File: config.mk
export PLATFORM = sky130hd
export DESIGN_NAME = page_write_seq
export DESIGN_NICKNAME = d
export VERILOG_FILES = /design/src/rtl/pwb_pkg.sv /design/src/rtl/pwb_buffer.sv /design/src/rtl/pwb_timer.sv /design/src/rtl/page_write_seq.sv
export SDC_FILE = /design/constraint.sdc
export NUM_CORES = 1
export LEC_CHECK = 0
export BUFFER_PORTS_ARGS = -buffer_cell sky130_fd_sc_hd__buf_4
export CAP_MARGIN = 20
export CORE_MARGIN = 2
export CORE_UTILIZATION = 38
export DETAILED_ROUTE_END_ITERATION = 16
export SETUP_SLACK_MARGIN = 0.2
export SYNTH_ARGS = -nofsm -noshare
export SYNTH_HDL_FRONTEND = slang
export SYNTH_SLANG_ARGS = --single-unit
File: constraint.sdc
create_clock -name clk -period 2.2 [get_ports clk]
set_input_delay 0.11 -clock clk [delete_from_list [all_inputs] [get_ports clk]]
set_output_delay 0.11 -clock clk [all_outputs]
set_load 0.02 [all_outputs]
File: src/rtl/pwb_pkg.sv
package pwb_pkg;
  typedef enum logic [1:0] {
    ST_IDLE   = 2'd0,
    ST_LOAD   = 2'd1,
    ST_COMMIT = 2'd2,
    ST_BUSY   = 2'd3
  } pwb_state_t;
endpackage

File: src/rtl/pwb_buffer.sv
module pwb_buffer #(
  parameter int DEPTH = 16,
  parameter int IDX_W = $clog2(DEPTH)
) (
  input  logic             clk,
  input  logic             rst,
  input  logic             clr,
  input  logic             wr_en,
  input  logic [IDX_W-1:0] wr_idx,
  input  logic [7:0]       wr_data,
  input  logic [IDX_W-1:0] rd_idx,
  output logic [7:0]       rd_data,
  output logic [DEPTH-1:0] valid_mask
);
  // data store: no reset, registered read, so it maps onto block RAM
  logic [7:0] ram [DEPTH];

  always_ff @(posedge clk) begin
    if (wr_en) ram[wr_idx] <= wr_data;
    rd_data <= ram[rd_idx];
  end

  always_ff @(posedge clk) begin
    if (rst || clr) valid_mask <= '0;
    else if (wr_en) valid_mask[wr_idx] <= 1'b1;
  end

  // a loaded byte always leaves its offset marked
  assert_mask_marks_R4: assert property (@(posedge clk) disable iff (rst)
    (wr_en && !clr) |=> valid_mask[$past(wr_idx)]);
  // a cleared buffer holds nothing
  assert_mask_cleared_R6: assert property (@(posedge clk) disable iff (rst)
    (clr && !wr_en) |=> (valid_mask == '0));
endmodule

File: src/rtl/pwb_timer.sv
module pwb_timer #(
  parameter int CYCLES = 250000
) (
  input  logic clk,
  input  logic rst,
  input  logic arm,
  output logic expired
);
  localparam int CNT_W = (CYCLES > 1) ? $clog2(CYCLES) : 1;
  localparam logic [CNT_W-1:0] LAST = CNT_W'(CYCLES - 1);

  logic             run_q;
  logic [CNT_W-1:0] cnt_q;

  assign expired = run_q && (cnt_q == LAST);

  always_ff @(posedge clk) begin
    if (rst) begin
      run_q <= 1'b0;
      cnt_q <= '0;
    end else if (arm) begin
      run_q <= 1'b1;
      cnt_q <= '0;
    end else if (expired) begin
      run_q <= 1'b0;
    end else if (run_q) begin
      cnt_q <= cnt_q + 1'b1;
    end
  end

  assert_count_range_R8: assert property (@(posedge clk) disable iff (rst)
    run_q |-> (cnt_q <= LAST));
  assert_stop_on_expiry_R8: assert property (@(posedge clk) disable iff (rst)
    (expired && !arm) |=> !run_q);
endmodule

File: src/rtl/page_write_seq.sv
module page_write_seq
  import pwb_pkg::*;
#(
  parameter int ADDR_W      = 9,
  parameter int PAGE_BYTES  = 16,
  parameter int BUSY_CYCLES = 250000
) (
  input  logic              clk,
  input  logic              rst,
  input  logic              start_valid,
  input  logic [ADDR_W-1:0] start_addr,
  input  logic              wel_set,
  input  logic              prot_hit,
  input  logic              byte_valid,
  input  logic [7:0]        byte_data,
  input  logic              cs_rise,
  input  logic              byte_partial,
  output logic              mem_we,
  output logic [ADDR_W-1:0] mem_addr,
  output logic [7:0]        mem_wdata,
  output logic              busy,
  output logic              wel_clear
);
  localparam int OFF_W  = $clog2(PAGE_BYTES);
  localparam int PAGE_W = ADDR_W - OFF_W;
  localparam logic [OFF_W-1:0] LAST_OFF = OFF_W'(PAGE_BYTES - 1);

  pwb_state_t        state_q, state_d;
  logic [PAGE_W-1:0] page_q;
  logic [OFF_W-1:0]  load_off_q;
  logic [OFF_W-1:0]  scan_q;
  logic              got_q;
  logic [PAGE_BYTES-1:0] mask;
  logic              accept, buf_wr, got_now, scan_end, timer_done;

  assign accept   = (state_q == ST_IDLE) && start_valid && wel_set && !prot_hit;
  assign buf_wr   = (state_q == ST_LOAD) && byte_valid;
  assign got_now  = got_q || byte_valid;
  assign scan_end = (state_q == ST_COMMIT) && (scan_q == LAST_OFF);

  pwb_buffer #(.DEPTH(PAGE_BYTES), .IDX_W(OFF_W)) u_buf (
    .clk(clk), .rst(rst), .clr(accept),
    .wr_en(buf_wr), .wr_idx(load_off_q), .wr_data(byte_data),
    .rd_idx(scan_q), .rd_data(mem_wdata), .valid_mask(mask)
  );

  pwb_timer #(.CYCLES(BUSY_CYCLES)) u_timer (
    .clk(clk), .rst(rst), .arm(scan_end), .expired(timer_done)
  );

  always_comb begin
    state_d = state_q;
    unique case (state_q)
      ST_IDLE:   if (accept) state_d = ST_LOAD;
      ST_LOAD:   if (cs_rise) state_d = (got_now && !byte_partial) ? ST_COMMIT : ST_IDLE;
      ST_COMMIT: if (scan_end) state_d = ST_BUSY;
      ST_BUSY:   if (timer_done) state_d = ST_IDLE;
      default:   state_d = ST_IDLE;
    endcase
  end

  always_ff @(posedge clk) begin
    if (rst) begin
      state_q    <= ST_IDLE;
      page_q     <= '0;
      load_off_q <= '0;
      scan_q     <= '0;
      got_q      <= 1'b0;
      mem_we     <= 1'b0;
      mem_addr   <= '0;
      busy       <= 1'b0;
      wel_clear  <= 1'b0;
    end else begin
      state_q <= state_d;
      if (accept) begin
        page_q     <= start_addr[ADDR_W-1:OFF_W];
        load_off_q <= start_addr[OFF_W-1:0];
        got_q      <= 1'b0;
        scan_q     <= '0;
      end
      if (buf_wr) begin
        load_off_q <= load_off_q + 1'b1;  // wraps inside the page
        got_q      <= 1'b1;
      end
      if (state_q == ST_COMMIT) scan_q <= scan_q + 1'b1;
      mem_we    <= (state_q == ST_COMMIT) && mask[scan_q];
      mem_addr  <= {page_q, scan_q};
      busy      <= (state_d == ST_COMMIT) || (state_d == ST_BUSY);
      wel_clear <= (state_q == ST_BUSY) && timer_done;
    end
  end

  assert_no_strobe_loading_R5: assert property (@(posedge clk) disable iff (rst)
    (state_q == ST_LOAD) |-> !mem_we);
  assert_strobe_in_page_R3: assert property (@(posedge clk) disable iff (rst)
    mem_we |-> (mem_addr[ADDR_W-1:OFF_W] == page_q));
  assert_strobe_under_busy_R7: assert property (@(posedge clk) disable iff (rst)
    mem_we |-> busy);
  assert_strobe_ascending_R7: assert property (@(posedge clk) disable iff (rst)
    (mem_we && $past(mem_we)) |-> (mem_addr[OFF_W-1:0] > $past(mem_addr[OFF_W-1:0])));
  assert_clear_after_busy_R9: assert property (@(posedge clk) disable iff (rst)
    wel_clear |-> (!busy && $past(busy)));
  assert_clear_single_R9: assert property (@(posedge clk) disable iff (rst)
    wel_clear |=> !wel_clear);
  assert_busy_blocks_open_R10: assert property (@(posedge clk) disable iff (rst)
    (state_q == ST_BUSY) |=> (state_q != ST_LOAD));
endmodule

==> impl_metrics.ini, run 1 <==
[power]
ir_drop_mv = 0.464
power_uw = 7080
power_density_nw_per_um2 = 768
p_leak_uw = 0.00311

[status]
status = finished, final reports clean

[synthesis]
yosys_warnings = 0
synth.top_cell.area_share_pct = 49.9
ys_seq_area_share_pct = 68.4
syn_avg_cell_area_um2 = 16.1
syn_nets = 510
ys_async_sr_fraction_pct = 0
syn_area_um2 = 7700
yosys.area.top_type = edfxtp_1
ys.flop_type = edfxtp_1
ys_ff_latch = 199
netlist_instances = 479
synth_edf_count = 128
yosys-top-cells-area = edfxtp_1 (50%), dfxtp_1 (18%), mux4_2 (8.5%)
synth_cell_types = 47

[drt]
wl_per_cell_um = 18.7
vias = 4312
dr.pass1.iters = 4
via_per_inst = 5.09
postRouteAntennaNets = 0
totalWireLength_um = 15800
drc = 0
dr.first_iter.drc_count = 351

[critical_path]
critPathBufInv = 1
cpPeakStageDelay_ns = 0.57
critPathLaunchType = register
worst_setup_path_endpoint = u_buf.rd_data[6]
endpoint_kind = register
cp.depth = 3
r2r_cells = 3
path_class = reg2reg
worst_path_max_delay_cell = mux4_1
reg2reg_to = u_buf.rd_data[6]
critPathArrivalTime_ns = 2.17
startpoint = scan_q[0]
cp_top_family = multiplexers
rrSetupSlack_ns = 0.34
required_ns = 2.50
cp_cell_sequence = buf_12 > mux4_1 > mux4_2
r2r-start = scan_q[0]
critPathMaxFanout = 16

[clocking]
clockRootBuffer = clkbuf_16
cts_tree = built
path_clk_slew_ns = 0.07
clock_sinks = 199
numCtsBuffers = 17
insertion_delay_ns = 0.43
htreeDepth = 4
ctsLongestPathBuffers = 2

[timing]
maxSlewHeadroom_pct = 68.6
finalCritPeriodShare_pct = 84.8
rsz0062_at_grt = no
period_needed_ns = 1.86
tightest_slew_ns = 0.470
finalSetupViolCount = 0
timing.fmax_ghz = 0.536
clock_skew_ns = 0.00885
tns_ns = 0
drv_slew = 0
finalHoldViolCount = 0
timing.hold.ws_ns = 0.0441

[cells_and_area]
finalNonFillerCells = 847
nets = 596
diodes = 0
design_area_um2 = 9220
multi_input_area_um2 = 2290
num-fill-cells = 1782
drive_above_1_share_pct = 24.3
regArea_um2 = 5270
area_delta_synth_final_pct = 19.7

[grt]
grt_pass1_wl_um = 25000
grt_use_total_pct = 15.5
grt_overflow = 0
antenna_found_initial = 0
grt_max_degree = 32
grt_pass1_vias = 4419

[die]
die_x_um = 146
dieArea_um2 = 21400
design.core.area_um2 = 20000
start_util_pct = 38.4
io_pins = 45
die_h_um = 146
rows = 52

[flow_run]
drv_cap = 0

[placed_design]
placed_cell_area_um2 = 8490
portBuffers = 44
dpl.cell_count = 798
gp_congestion = 0.772
hpwl_um = 10300

[min_path]
holdCritPathClass = in2reg
-- sequential cells by signal, indices dropped and copies added, names as in the netlist --
register and count:
state_q 2, u_buf.rd_data 8, u_buf.ram 128, scan_q 4, load_off_q 4, busy 1, wel_clear 1, mem_we 1
u_buf.valid_mask 16, u_timer.run_q 1, mem_addr 9, u_timer.cnt_q 18, page_q 5, got_q 1
-- where the power goes --
part	switching [uW]	internal [uW]	total [uW]
registers	12.2	3980	3990
clock network	1310	1590	2890
logic	101	89.9	191
-- worst min-delay path by stage --
stage	startpoint	end	slack, ns	cells past startpoint
2_1_floorplan	byte_data[0]	u_buf.ram[0][0]	0.21	0
3_3_place_gp	start_addr[4]	page_q[0]	0.36	3
3_5_place_dp	start_addr[8]	page_q[4]	0.37	3
4_1_cts	byte_partial	state_q[1]	0.03	4
5_1_grt	rst	mem_addr[5]	0.07	2
6_report	byte_partial	busy	0.04	4
-- cell type report --
class / instances / area share, %
sequential: 199 / 57.2
multi-input combinational: 250 / 24.8
timing repair buffer: 92 / 8.22
clock buffer: 20 / 4.85
tap: 270 / 3.66
clock inverter: 11 / 1.10
inverter: 5 / 0.204
-- Yosys cell counts, types with 10 or more instances --
cell type	n
nand2_1	29
nand3_1	15
a21oi_1	18
clkbuf_1	14
edfxtp_1	128
mux4_1	16
o21a_1	17
mux4_2	29
nor2b_1	10
dfxtp_1	71
nor3_1	10
nor2_1	38
-- kinds of logic after synthesis --
kind of cell / share of synthesized area, %
xor+xnor: 1.25
simple gates: 8.92
buf+inv: 2.03
flops: 68.4
fa+ha+maj: 0.975
compound gates: 4.49
mux: 13.9
-- cells in the final DEF (no fill, tap or decap), types with 3 or more instances in the layout --
cell type      instances
o21a_1                17
dfxtp_1               70
mux4_1                16
a21oi_1               18
xor2_1                 9
nor3_1                10
nand4_1                6
and3_1                 4
or4_1                  4
inv_1                  5
nand3_1               15
a31oi_1                3
ha_1                   6
buf_4                 73
dlygate4sd3_1         17
o21ai_1                3
nor2b_1               10
mux4_2                29
edfxtp_1             128
nand2b_1               3
nor2_1                38
clkbuf_16             17
or3_1                  3
nand2_1               29
o21ai_0                4
-- worst reg2reg max path: cells and delay by family, from the launching register on --
family | cells | cell delay (ns)
buffers and inverters | 1 | 0.21
DFF | 1 | 0.46
muxes | 2 | 1.06
-- layer usage --
| metal | up-vias | global-route usage (%) | share of wire, % |
|---|---|---|---|
| li1 | 2026 | - | - |
| met2 | 67 | 27.1 | 52 |
| met1 | 2208 | 19.6 | 44 |
| met3 | 11 | 2.91 | 2.7 |
| met4 | 0 | 5.10 | 1.3 |
| met5 | - | 0 | 0 |
-- through the flow --
step	utilization, %	worst slack (ns)
finish	46.0	0.335
global route	46.0	0.221
CTS	45.9	0.229
detailed placement	42.4	0.248
global placement	42.4	0.306
floorplan	-	0.208
-- what timing repair did --
item / CTS / global route
endpoints found under the hold margin: 137 / 0
setup endpoints to repair: 0 / 3
setup buffers: 0 / 0
resized for setup: 0 / 2
hold buffers: 17 / 0
(Power assumes the default switching activity.)
==> run 2, diff against run 1 <==
--- a/config.mk
+++ b/config.mk
@@ -5,6 +5,7 @@
 export SDC_FILE = /design/constraint.sdc
 export NUM_CORES = 1
 export LEC_CHECK = 0
+export ABC_AREA = 1
 export BUFFER_PORTS_ARGS = -buffer_cell sky130_fd_sc_hd__buf_4
 export CAP_MARGIN = 20
 export CORE_MARGIN = 2
==> constraint.sdc (replaced) <==
create_clock -name clk -period 1.55 [get_ports clk]
set_input_delay 0.0775 -clock clk [delete_from_list [all_inputs] [get_ports clk]]
set_output_delay 0.0775 -clock clk [all_outputs]
set_load 0.02 [all_outputs]
==> impl_metrics.ini, run 2 <==
[status]
status = finished, final reports clean

[synthesis]
yosys.area.top_type = edfxtp_1
syn_avg_cell_area_um2 = 10.3
post-synth-top-count-cell = nor2_1
synth_common_cells = nor2_1 (184), edfxtp_1 (128), nand2_1 (99), o21ai_0 (81), dfxtp_1 (71)
ys_async_sr_fraction_pct = 0
synth_cell_types = 38
netlist_instances = 785
ys.flop_type = edfxtp_1
yosys_warnings = 0
yosys-top-cells-area = edfxtp_1 (48%), dfxtp_1 (18%), nor2_1 (8.5%)
ys_seq_area_share_pct = 65.2
syn_area_um2 = 8080
ys_ff_latch = 199
syn_nets = 816
synth.top_cell.area_share_pct = 47.6
synth_edf_count = 128

[cells_and_area]
num-fill-cells = 1879
drive_above_1_share_pct = 28.0
final_common_cell = nor2_1
diodes = 0
largestRegisters = u_buf.ram: 128 flops, u_timer.cnt_q: 18 flops, u_buf.valid_mask: 16 flops
regArea_um2 = 5300
top_register = u_buf.ram
area_delta_synth_final_pct = 31.6
nets = 921
layout_common_cells = nor2_1 (159), edfxtp_1 (128), nand2_1 (75), buf_4 (75), o21ai_0 (70)
finalNonFillerCells = 1177
largest_register_ffs = 128
multi_input_area_um2 = 2910
final_core_util_pct = 50.8

[timing]
finalSetupViolCount = 0
timing.fmax_ghz = 0.700
finalHoldViolCount = 0
rsz0062_at_grt = yes
drv_slew = 0
clock_skew_ns = 0.00785
tns_ns = 0
finalCritPeriodShare_pct = 92.2
period_needed_ns = 1.43
tightest_slew_ns = 0.558
timing.hold.ws_ns = 0.00958
maxSlewHeadroom_pct = 62.8

[critical_path]
cpPeakStageDelay_ns = 0.36
cp_top_family = simple AND/OR/NAND/NOR gates
r2r-start = u_timer.cnt_q[15]
r2r_cells = 9
cp_common_cell = nand2_4
rrSetupSlack_ns = 0.12
cp.depth = 9
critPathArrivalTime_ns = 1.80
worst_setup_path_endpoint = u_timer.cnt_q[11]
critPathMaxFanout = 4
critPathLaunchType = register
critPathBufInv = 2
cp_cell_sequence = nand2_2 > clkinv_1 > nand3_1 > nor2_2 > nand2_4 > buf_12 > nand2_4 > nand2_1 > a21oi_2
reg2reg_to = u_timer.cnt_q[11]
path_class = reg2reg
worst_path_max_delay_cell = dfxtp_2
startpoint = u_timer.cnt_q[15]
endpoint_kind = register
required_ns = 1.92

[clocking]
cts_tree = built
clock_sinks = 199
path_clk_slew_ns = 0.07
ctsLongestPathBuffers = 2
htreeDepth = 4
clockRootBuffer = clkbuf_16
numCtsBuffers = 17
insertion_delay_ns = 0.43

[grt]
grt_overflow = 0
grt_use_total_pct = 18.6
grt_max_degree = 42
antenna_found_initial = 0
grt_pass1_vias = 5789
grt_pass1_wl_um = 31800

[die]
die_h_um = 150
io_pins = 45
rows = 53
start_util_pct = 38.6
die_x_um = 150
design.core.area_um2 = 21000
dieArea_um2 = 22400

[flow_run]
drv_cap = 0

[placed_design]
dpl.cell_count = 1095
gp_congestion = 0.790
portBuffers = 44
hpwl_um = 12200

[drt]
vias = 6006
dr.pass1.iters = 5
via_per_inst = 5.10
postRouteAntennaNets = 0
dr.first_iter.drc_count = 430
drc = 0
totalWireLength_um = 20100
wl_per_cell_um = 17.1

[min_path]
min-delay-start = byte_data[6]
holdCritPathClass = in2reg

[power]
power_density_nw_per_um2 = 987
p_leak_uw = 0.00366
ir_drop_mv = 0.812
==> run 2: power by group <==
| group | total (uW) | internal (uW) | switching [uW] |
|---|---|---|---|
| sequential | 5720 | 5680 | 42.9 |
| combinational | 751 | 304 | 447 |
| clock | 4030 | 2070 | 1960 |
==> run 2: per-layer routing <==
layer,GRT usage (%),wire [um],up-vias
li1,-,-,2937
met5,0,0,-
met3,2.65,992,22
met1,25.7,9070,2858
met4,7.22,294,0
met2,29.7,9770,189
==> run 2: worst min path at each step <==
stage                             to  slack [ns]  depth (start not counted)
floorplan            u_buf.ram[0][0]        0.18                          0
global placement           page_q[4]        0.30                          3
detailed placement         page_q[0]        0.32                          3
CTS                       state_q[1]       0.004                          3
global route        u_buf.ram[15][6]        0.01                          1
finish              u_buf.ram[15][6]        0.01                          1
==> run 2: cells by family (layout without fill, tap and decap cells) <==
| family | Yosys count | after routing | synth area share, % |
|---|---|---|---|
| and+or+nand+nor | 322 | 324 | 16.2 |
| AOI/OAI and AO/OA | 164 | 164 | 12.3 |
| DFF | 199 | 199 | 65.2 |
| adders and majority gates | 6 | 6 | 0.929 |
| buffers and inverters | 82 | 197 | 4.13 |
| xor gates and xnor gates | 12 | 12 | 1.30 |
==> run 2: area by class of cell <==
| cell class | instances | area share [%] |
|---|---|---|
| Clock inverter | 13 | 0.941 |
| Inverter | 44 | 2.00 |
| Clock buffer | 18 | 4.03 |
| Sequential cell | 199 | 49.9 |
| Multi-Input combinational cell | 506 | 27.4 |
| Timing Repair inverter | 3 | 0.294 |
| Timing Repair Buffer | 119 | 12.2 |
| Tap cell | 275 | 3.23 |
==> run 2: what timing repair did <==
item                                   in CTS  in global routing
pin swaps                                  24                 15
hold buffers                               14                  0
gates cloned                                6                  3
resized for setup                          53                 65
endpoints found under the hold margin     115                  0
setup buffers                              23                  5
setup endpoints to repair                 186                187
==> run 2: through the flow <==
stage	instance area, um2	setup WS [ns]	power, uW
after floorplan	8260	0.105	6160
after global placement	9070	0.0462	6440
after detailed placement	9070	0.0343	6450
after CTS	10300	0.125	10500
after global routing	10600	0.0239	10800
final	10600	0.121	10500
